## config.mk

```make
export PLATFORM = sky130hd
export DESIGN_NAME = boot_guard
export DESIGN_NICKNAME = d
export VERILOG_FILES = /design/src/rtl/bg_pkg.sv /design/src/rtl/bg_strobe_filter.sv /design/src/rtl/bg_power_hold.sv /design/src/rtl/bg_lock_bits.sv /design/src/rtl/boot_guard.sv
export SDC_FILE = /design/constraint.sdc
export NUM_CORES = 1
export LEC_CHECK = 0
export BUFFER_PORTS_ARGS = -buffer_cell sky130_fd_sc_hd__buf_2
export CORE_ASPECT_RATIO = 0.7
export CORE_UTILIZATION = 30
export DETAILED_ROUTE_END_ITERATION = 7
export GPL_TIMING_DRIVEN = 0
export PLACE_DENSITY = 0.54
export SYNTH_ARGS = -nofsm -noshare
export SYNTH_HDL_FRONTEND = slang
export SYNTH_SLANG_ARGS = --single-unit
```

## constraint.sdc

```tcl
create_clock -name clk -period 1.7 [get_ports clk]
set_input_delay 0.34 -clock clk [delete_from_list [all_inputs] [get_ports clk]]
set_output_delay 0.34 -clock clk [all_outputs]
set_load 0.02 [all_outputs]
```

## src/rtl/bg_pkg.sv

```systemverilog
package bg_pkg;

    typedef enum logic [1:0] {
        V_NONE   = 2'd0,
        V_PERMIT = 2'd1,
        V_REFUSE = 2'd2
    } verdict_e;

    typedef struct packed {
        logic lo;
        logic hi;
    } lock_pair_t;

    localparam logic [7:0] ID_OPEN   = 8'hFE;
    localparam logic [7:0] ID_LOCKED = 8'hFF;
    localparam logic [7:0] ID_NONE   = 8'h00;

    function automatic logic [7:0] status_byte(input logic locked);
        return locked ? ID_LOCKED : ID_OPEN;
    endfunction

endpackage

```

## src/rtl/bg_strobe_filter.sv

```systemverilog
module bg_strobe_filter #(
    parameter int MIN_PULSE = 2
) (
    input  logic clk,
    input  logic rst,
    input  logic ce_n,
    input  logic we_n,
    input  logic oe_n,
    output logic fire
);
    localparam int CW = $clog2(MIN_PULSE + 1);
    localparam logic [CW-1:0] FULL = CW'(MIN_PULSE);

    logic          active;
    logic [CW-1:0] run_cnt;

    assign active = !ce_n && !we_n && oe_n;

    always_ff @(posedge clk) begin
        if (rst || !active) begin
            run_cnt <= '0;
        end else if (run_cnt != FULL) begin
            run_cnt <= run_cnt + 1'b1;
        end
    end

    // Qualified strobe ends cleanly only if output enable is still high.
    assign fire = (run_cnt == FULL) && !active && oe_n;

endmodule

```

## src/rtl/bg_power_hold.sv

```systemverilog
module bg_power_hold #(
    parameter int POR_CYCLES = 500000
) (
    input  logic clk,
    input  logic rst,
    input  logic supply_good,
    output logic ready
);
    localparam int TW = $clog2(POR_CYCLES + 1);
    localparam logic [TW-1:0] DONE = TW'(POR_CYCLES);

    logic [TW-1:0] wait_cnt;

    always_ff @(posedge clk) begin
        if (rst || !supply_good) begin
            wait_cnt <= '0;
        end else if (wait_cnt != DONE) begin
            wait_cnt <= wait_cnt + 1'b1;
        end
    end

    assign ready = supply_good && (wait_cnt == DONE);

endmodule

```

## src/rtl/bg_lock_bits.sv

```systemverilog
module bg_lock_bits
    import bg_pkg::*;
(
    input  logic       clk,
    input  logic       lock_rst,
    input  logic       set_lo,
    input  logic       set_hi,
    output lock_pair_t locks
);
    always_ff @(posedge clk) begin
        if (lock_rst) begin
            locks <= '0;
        end else begin
            locks.lo <= locks.lo | set_lo;
            locks.hi <= locks.hi | set_hi;
        end
    end

    assert_lock_lo_sticky_R2: assert property (@(posedge clk) disable iff (lock_rst)
        locks.lo |=> locks.lo);
    assert_lock_hi_sticky_R2: assert property (@(posedge clk) disable iff (lock_rst)
        locks.hi |=> locks.hi);

endmodule

```

## src/rtl/boot_guard.sv

```systemverilog
module boot_guard
    import bg_pkg::*;
#(
    parameter int ADDR_W      = 19,
    parameter int SECTOR_LOG2 = 8,
    parameter int BOOT_LOG2   = 14,
    parameter int MIN_PULSE   = 2,
    parameter int POR_CYCLES  = 500000
) (
    input  logic                          clk,
    input  logic                          rst,
    input  logic                          lock_rst,
    input  logic                          supply_good,
    input  logic                          ce_n,
    input  logic                          we_n,
    input  logic                          oe_n,
    input  logic [ADDR_W-SECTOR_LOG2-1:0] sector_addr,
    input  logic                          chip_erase_req,
    input  logic                          arm_low,
    input  logic                          arm_high,
    input  logic                          id_mode,
    input  logic [ADDR_W-1:0]             id_addr,
    output logic                          permit,
    output logic                          refuse,
    output logic                          id_hit,
    output logic [7:0]                    id_data
);
    localparam int SEC_W = ADDR_W - SECTOR_LOG2;
    localparam logic [SEC_W:0] LOW_LIMIT  = (SEC_W+1)'(2 ** (BOOT_LOG2 - SECTOR_LOG2));
    localparam logic [SEC_W:0] HIGH_START = (SEC_W+1)'(2 ** SEC_W) - LOW_LIMIT;
    localparam logic [ADDR_W-1:0] ID_LO_ADDR = ADDR_W'(2);
    localparam logic [ADDR_W-1:0] ID_HI_ADDR = {ADDR_W{1'b1}} ^ ADDR_W'(4'hD);

    logic       fire;
    logic       ready;
    lock_pair_t locks;
    logic       in_low, in_high, blocked;
    verdict_e   verdict;

    bg_strobe_filter #(.MIN_PULSE(MIN_PULSE)) u_filter (
        .clk  (clk),
        .rst  (rst),
        .ce_n (ce_n),
        .we_n (we_n),
        .oe_n (oe_n),
        .fire (fire)
    );

    bg_power_hold #(.POR_CYCLES(POR_CYCLES)) u_power (
        .clk         (clk),
        .rst         (rst),
        .supply_good (supply_good),
        .ready       (ready)
    );

    bg_lock_bits u_locks (
        .clk      (clk),
        .lock_rst (lock_rst),
        .set_lo   (arm_low && ready),
        .set_hi   (arm_high && ready),
        .locks    (locks)
    );

    assign in_low  = {1'b0, sector_addr} < LOW_LIMIT;
    assign in_high = {1'b0, sector_addr} >= HIGH_START;

    always_comb begin
        blocked = !ready;
        if (chip_erase_req) begin
            blocked = blocked || locks.lo || locks.hi;
        end else begin
            blocked = blocked || (in_low && locks.lo) || (in_high && locks.hi);
        end
    end

    always_ff @(posedge clk) begin
        if (rst) begin
            verdict <= V_NONE;
        end else if (fire) begin
            verdict <= blocked ? V_REFUSE : V_PERMIT;
        end else begin
            verdict <= V_NONE;
        end
    end

    assign permit = (verdict == V_PERMIT);
    assign refuse = (verdict == V_REFUSE);

    always_comb begin
        id_hit  = 1'b0;
        id_data = ID_NONE;
        if (id_mode && id_addr == ID_LO_ADDR) begin
            id_hit  = 1'b1;
            id_data = status_byte(locks.lo);
        end else if (id_mode && id_addr == ID_HI_ADDR) begin
            id_hit  = 1'b1;
            id_data = status_byte(locks.hi);
        end
    end

    assert_low_lock_refused_R3: assert property (@(posedge clk) disable iff (rst || lock_rst)
        (fire && !chip_erase_req && locks.lo && in_low) |=> (refuse && !permit));
    assert_erase_locked_R4: assert property (@(posedge clk) disable iff (rst || lock_rst)
        (fire && chip_erase_req && (locks.lo || locks.hi)) |=> refuse);
    assert_single_pulse_R6: assert property (@(posedge clk) disable iff (rst)
        (permit || refuse) |=> !(permit || refuse));
    assert_oe_clean_end_R8: assert property (@(posedge clk) disable iff (rst)
        (permit || refuse) |-> $past(oe_n));
    assert_no_supply_no_permit_R9: assert property (@(posedge clk) disable iff (rst)
        !supply_good |=> !permit);

endmodule

```

* Yosys cells after proc, flatten, opt, wreduce, memory -nomap -nowiden
Index checks and enable logic that the tools add are counted.
** Storage, ports and cells
- Flip-flop bits (word level) :: 25
- Word-level logic and storage cells :: 51
- Input bits :: 41
- Output and inout port bits :: 11
** Operators by class
- $add $sub $neg :: 2
- Reductions and logical operators :: 23
- $lt $le $gt $ge :: 2
- Eq/ne operators :: 8
- Mux-type cells :: 8
- Bitwise gates (word level) :: 3
** Operator list (number)
- 19-bit equality test, second input constant :: 2
- 19-bit by 1-bit adder with 19-bit output, second input constant :: 1
- 19-bit by 2-bit equality test with 1-bit output, second input constant :: 1
- 19-bit inequality test, second input constant :: 1
- 8-bit 2-to-1 mux :: 2
- 11-bit greater-or-equal comparator, second input constant :: 1
- 1-bit logical AND :: 11
- 11-bit by 7-bit < comparator with 1-bit output, second input constant :: 1
- 1-bit logical OR :: 6
- 1-bit logical NOT :: 5
- 1-bit 2-to-1 mux :: 5
- 2-bit equality test, second input constant :: 2
- 2-bit by 1-bit adder with 2-bit output, second input constant :: 1
- 2-bit by 1-bit equality test with 1-bit output, second input constant :: 1
- 2-bit 2-to-1 mux :: 1
- 2-bit inequality test, second input constant :: 1
- 1-bit OR :: 2
- 2-bit OR reduction :: 1
- 1-bit inverter :: 1

* Longest topological paths before layout
- Word-level depth :: 8
- Depth in mapped cells :: 6

* Modules after synthesis
Synthesis repeated with hierarchy kept, for this count alone.
** Second synthesis, totals
- Cell total of the unflattened synthesis :: 161
- Area, all modules :: 1412.6 µm²
** By module, submodules not included
- bg_power_hold :: seq. area each 380.4 µm², area an instance 933.4 µm², instances 1, cells each 105
- boot_guard :: seq. area each 40.0 µm², area an instance 307.8 µm², instances 1, cells each 41
- bg_strobe_filter :: seq. area each 40.0 µm², area an instance 111.4 µm², instances 1, cells each 11
- bg_lock_bits :: seq. area each 40.0 µm², area an instance 60.1 µm², instances 1, cells each 4

* Worst setup path after synthesis
Ideal clock, no wire load.
- Kind :: input to output
- From :: input id_addr[12]
- To :: output id_data[1]
- Slack :: -0.285 ns
- Stages on the path :: 5
- Data arrival time :: 1.645 ns
- Buffers on the path :: 1
- Cell sequence :: or4_1 -> nor4_1 -> nand4_1 -> nand2_1 -> buf_4
** On the way
- Cells in the longest elaborated chain, start to end :: 4
** Ends and longest elaborated chain
- from (decl) :: RTL line boot_guard.sv:22 : input logic [ADDR_W-1:0] id_addr,
- 19-bit equality test :: RTL line boot_guard.sv:95 : end else if (id_mode && id_addr == ID_HI_ADDR) begin
- 1-bit logical AND :: RTL line boot_guard.sv:95
- 8-bit 2-to-1 mux :: RTL line boot_guard.sv:95
- 8-bit 2-to-1 mux (*) :: RTL line boot_guard.sv:92 : if (id_mode && id_addr == ID_LO_ADDR) begin
- to (decl) :: RTL line boot_guard.sv:26 : output logic [7:0] id_data
Mark *: on every way between the ends. The rest lies on a longest branch, timed or not.

* Worst setup path in the final report
- From :: input id_addr[12]
- To :: output id_data[7]
The elaborated chain is that of the path after synthesis.

==> qor.csv <==
metric,value,unit
status,"complete, but fails checks",
failing checks,negative setup slack,
syn_nets,211,
buffers added on ports,45,
WP data arrival,1.73,ns
dpl hpwl,2280,um
Core Area,4350,sq um
initial DRC count,81,
Final Critical Period,2.07,ns
Area Overhead vs Synth,33.0,%
Post-DP Area,1680,sq um
first-pass GRT wire length,4720,um
count of state elements after synthesis,25,
full die area,4840,sq um
CP most frequent cell,buf_6,
WL final,3050,um
RSZ-0062 raised after global routing,true,
Synth cell types,34,
Worst Path Required,1.36,ns
routed vias/inst,4.76,
die height,58.5,um
Core Rows,20,
Starting Density,0.314,
Fin Setup TNS,-3.20,ns
deepest clock path buffer count,2,
Worst Path Max Fanout,8,
Worst IR Drop VDD,0.338,mV
Hold Path Class,input pin to register,
initial antenna violation count,0,
Worst-Margin Slew,0.423,ns
CP Cell Sequence,"buf_6, or4_4, nor4_4, nand4_1, nand2_4, buf_4, buf_6",
Slew HR,0.718,
synth warn,0,
vias in the first global route,1110,
First-pass DRT Iterations,6,
nets@finish,260,
antenna cells,0,
setup bufs post-CTS,0,
io pins,52,
crit-path max cell delay,0.54,ns
Post-synth EDFFs,0,
share of layout cells above drive strength 1,0.340,
PD cells,561,nW/um^2
post-route cell area,1820,sq um
Routed Antenna Nets,0,
Clock Latency Late Sink,0.26,ns
CP endpoint kind,primary output,
critical path type,input pin to primary output,
DR WL/cell,11.3,um
CTS root buffer,clkbuf_8,
Syn Std Cell Area,1370,sq um
P_leak,0.693,nW
clk sinks,25,
Async SR Flop Fraction,0,
commonest register cell after synthesis,dfxtp_1,
H-tree depth,1,
via count,1285,
Max Cap Viol,0,
die extent in x,82.7,um
CTS tree,built,
GP Congestion,0.730,
Hold Fails Final Rpt,0,
Setup Skew,0.00167,ns
slowest CP cell,or4_4,
All-Layer GR Usage,0.127,
"Setup violations, final",9,
post-route setup slack,-0.375,ns
sequential fraction of the synthesis area,0.366,
mean post-synth cell area,8.20,sq um
fin. max-slew vios,0,
Synth Instances,167,
CTS Buf Count,3,
Residual DRC,0,
clock slew at reported path FFs,0.09,ns
CP startpoint kind,input pin,
Post-CTS Hold Fix Bufs,0,
Max Freq,482,MHz
largest net degree at the start of global routing,14,
overflow left after global routing,0,
Final Cycle Share,1.22,
==> Yosys cell counts, drive strengths merged, types with 4 or more instances <==
cell type  instances  area (sq um)
buf                8          63.8
a21oi             10          50.1
dfxtp             25           500
nand2             11          41.3
o21ai              7          35.0
nor4               4          25.0
nand3b             4          30.0
inv                6          22.5
xor2              12           105
nor2              22          82.6
nand4             12          75.1
or4                4          30.0
nand3             10          62.6
==> power breakdown <==
group | internal (mW) | switching (mW) | leakage [nW]
Clock | 0.167 | 0.183 | 0.0228
Sequential | 0.588 | 0.00306 | 0.203
Combinational | 0.0411 | 0.0383 | 0.467
==> through the flow <==
stage / hold WS (ns) / setup slack (ns) / std cells / util / power (mW)
after floorplan: 0.409 / -0.170 / 167 / - / 0.628
after global placement: 0.473 / -0.443 / 267 / 0.385 / 0.678
after detailed placement: 0.476 / -0.444 / 267 / 0.385 / 0.679
after CTS: 0.226 / -0.392 / 271 / 0.411 / 1.03
after global routing: 0.214 / -0.443 / 270 / 0.418 / 1.07
final: 0.233 / -0.375 / 270 / 0.418 / 1.02
==> worst max-delay path: cells and delay by family <==
| family | cells | cell delay [ns] |
|---|---|---|
| buffers and inverters | 3 | 0.31 |
| and+or+nand+nor | 4 | 1.07 |
==> state kept, by name, summed over array words and instances, names as in the netlist <==
name and count:
u_power.wait_cnt 19, u_filter.run_cnt 2, u_locks.locks 2, verdict 2
==> metal layers <==
metal,vias to the layer above,track usage,share of wire
met5,-,0,0
met4,0,0.0197,0.0043
met3,2,0.0419,0.041
met2,22,0.201,0.44
met1,568,0.170,0.51
li1,693,-,-
==> cell families after synthesis <==
family                   count (synthesis)  share of synthesized area
AND/OR/NAND/NOR                         89                      0.377
flip-flops                              25                      0.366
AO/OA/AOI/OAI                           21                     0.0823
buffers and inverters                   17                     0.0713
XOR/XNOR                                12                     0.0768
adder cells (fa/ha/maj)                  3                     0.0274
==> area by class of cell <==
class | instances | area [sq um]
fillers | 461 | 2530
well taps | 55 | 68.8
repair buffers | 45 | 282
clock buffers | 4 | 45.0
multi-input cells | 125 | 823
flip-flops and latches | 25 | 504
plain buffers | 10 | 75.1
inverters | 6 | 22.5
==> cells in the final DEF, fill, tap and decap left out, drive strengths merged, types with 2 or more instances in the layout <==
cell | Yosys | final
a21oi | 10 | 10
and2 | 2 | 2
and3 | 2 | 2
and4 | 3 | 3
buf | 8 | 53
clkbuf | 3 | 6
dfxtp | 25 | 25
ha | 3 | 3
inv | 6 | 6
nand2 | 11 | 11
nand3 | 10 | 10
nand3b | 4 | 4
nand4 | 12 | 12
nor2 | 22 | 22
nor2b | 3 | 3
nor3 | 3 | 3
nor4 | 4 | 4
nor4b | 3 | 3
o21ai | 7 | 7
o31ai | 2 | 2
or3 | 3 | 3
or4 | 4 | 4
xor2 | 12 | 12
==> what timing repair did <==
action / in CTS / in global routing
gates cloned: 0 / 0
gates resized for setup: 20 / 10
setup endpoints to repair: 10 / 18
pin swaps: 1 / 1
==> final timing paths <==
| kind | startpoint | to | slack, ns | cells past startpoint |
|---|---|---|---|---|
| max | id_addr[12] | id_data[7] | -0.37 | 7 |
| min | lock_rst | u_locks.locks[1] | 0.23 | 2 |
| max reg2reg | u_power.wait_cnt[10] | u_power.wait_cnt[1] | 0.07 | 4 |
| min reg2reg | u_power.wait_cnt[18] | u_power.wait_cnt[18] | 0.49 | 2 |
(Power assumes the default switching activity.)
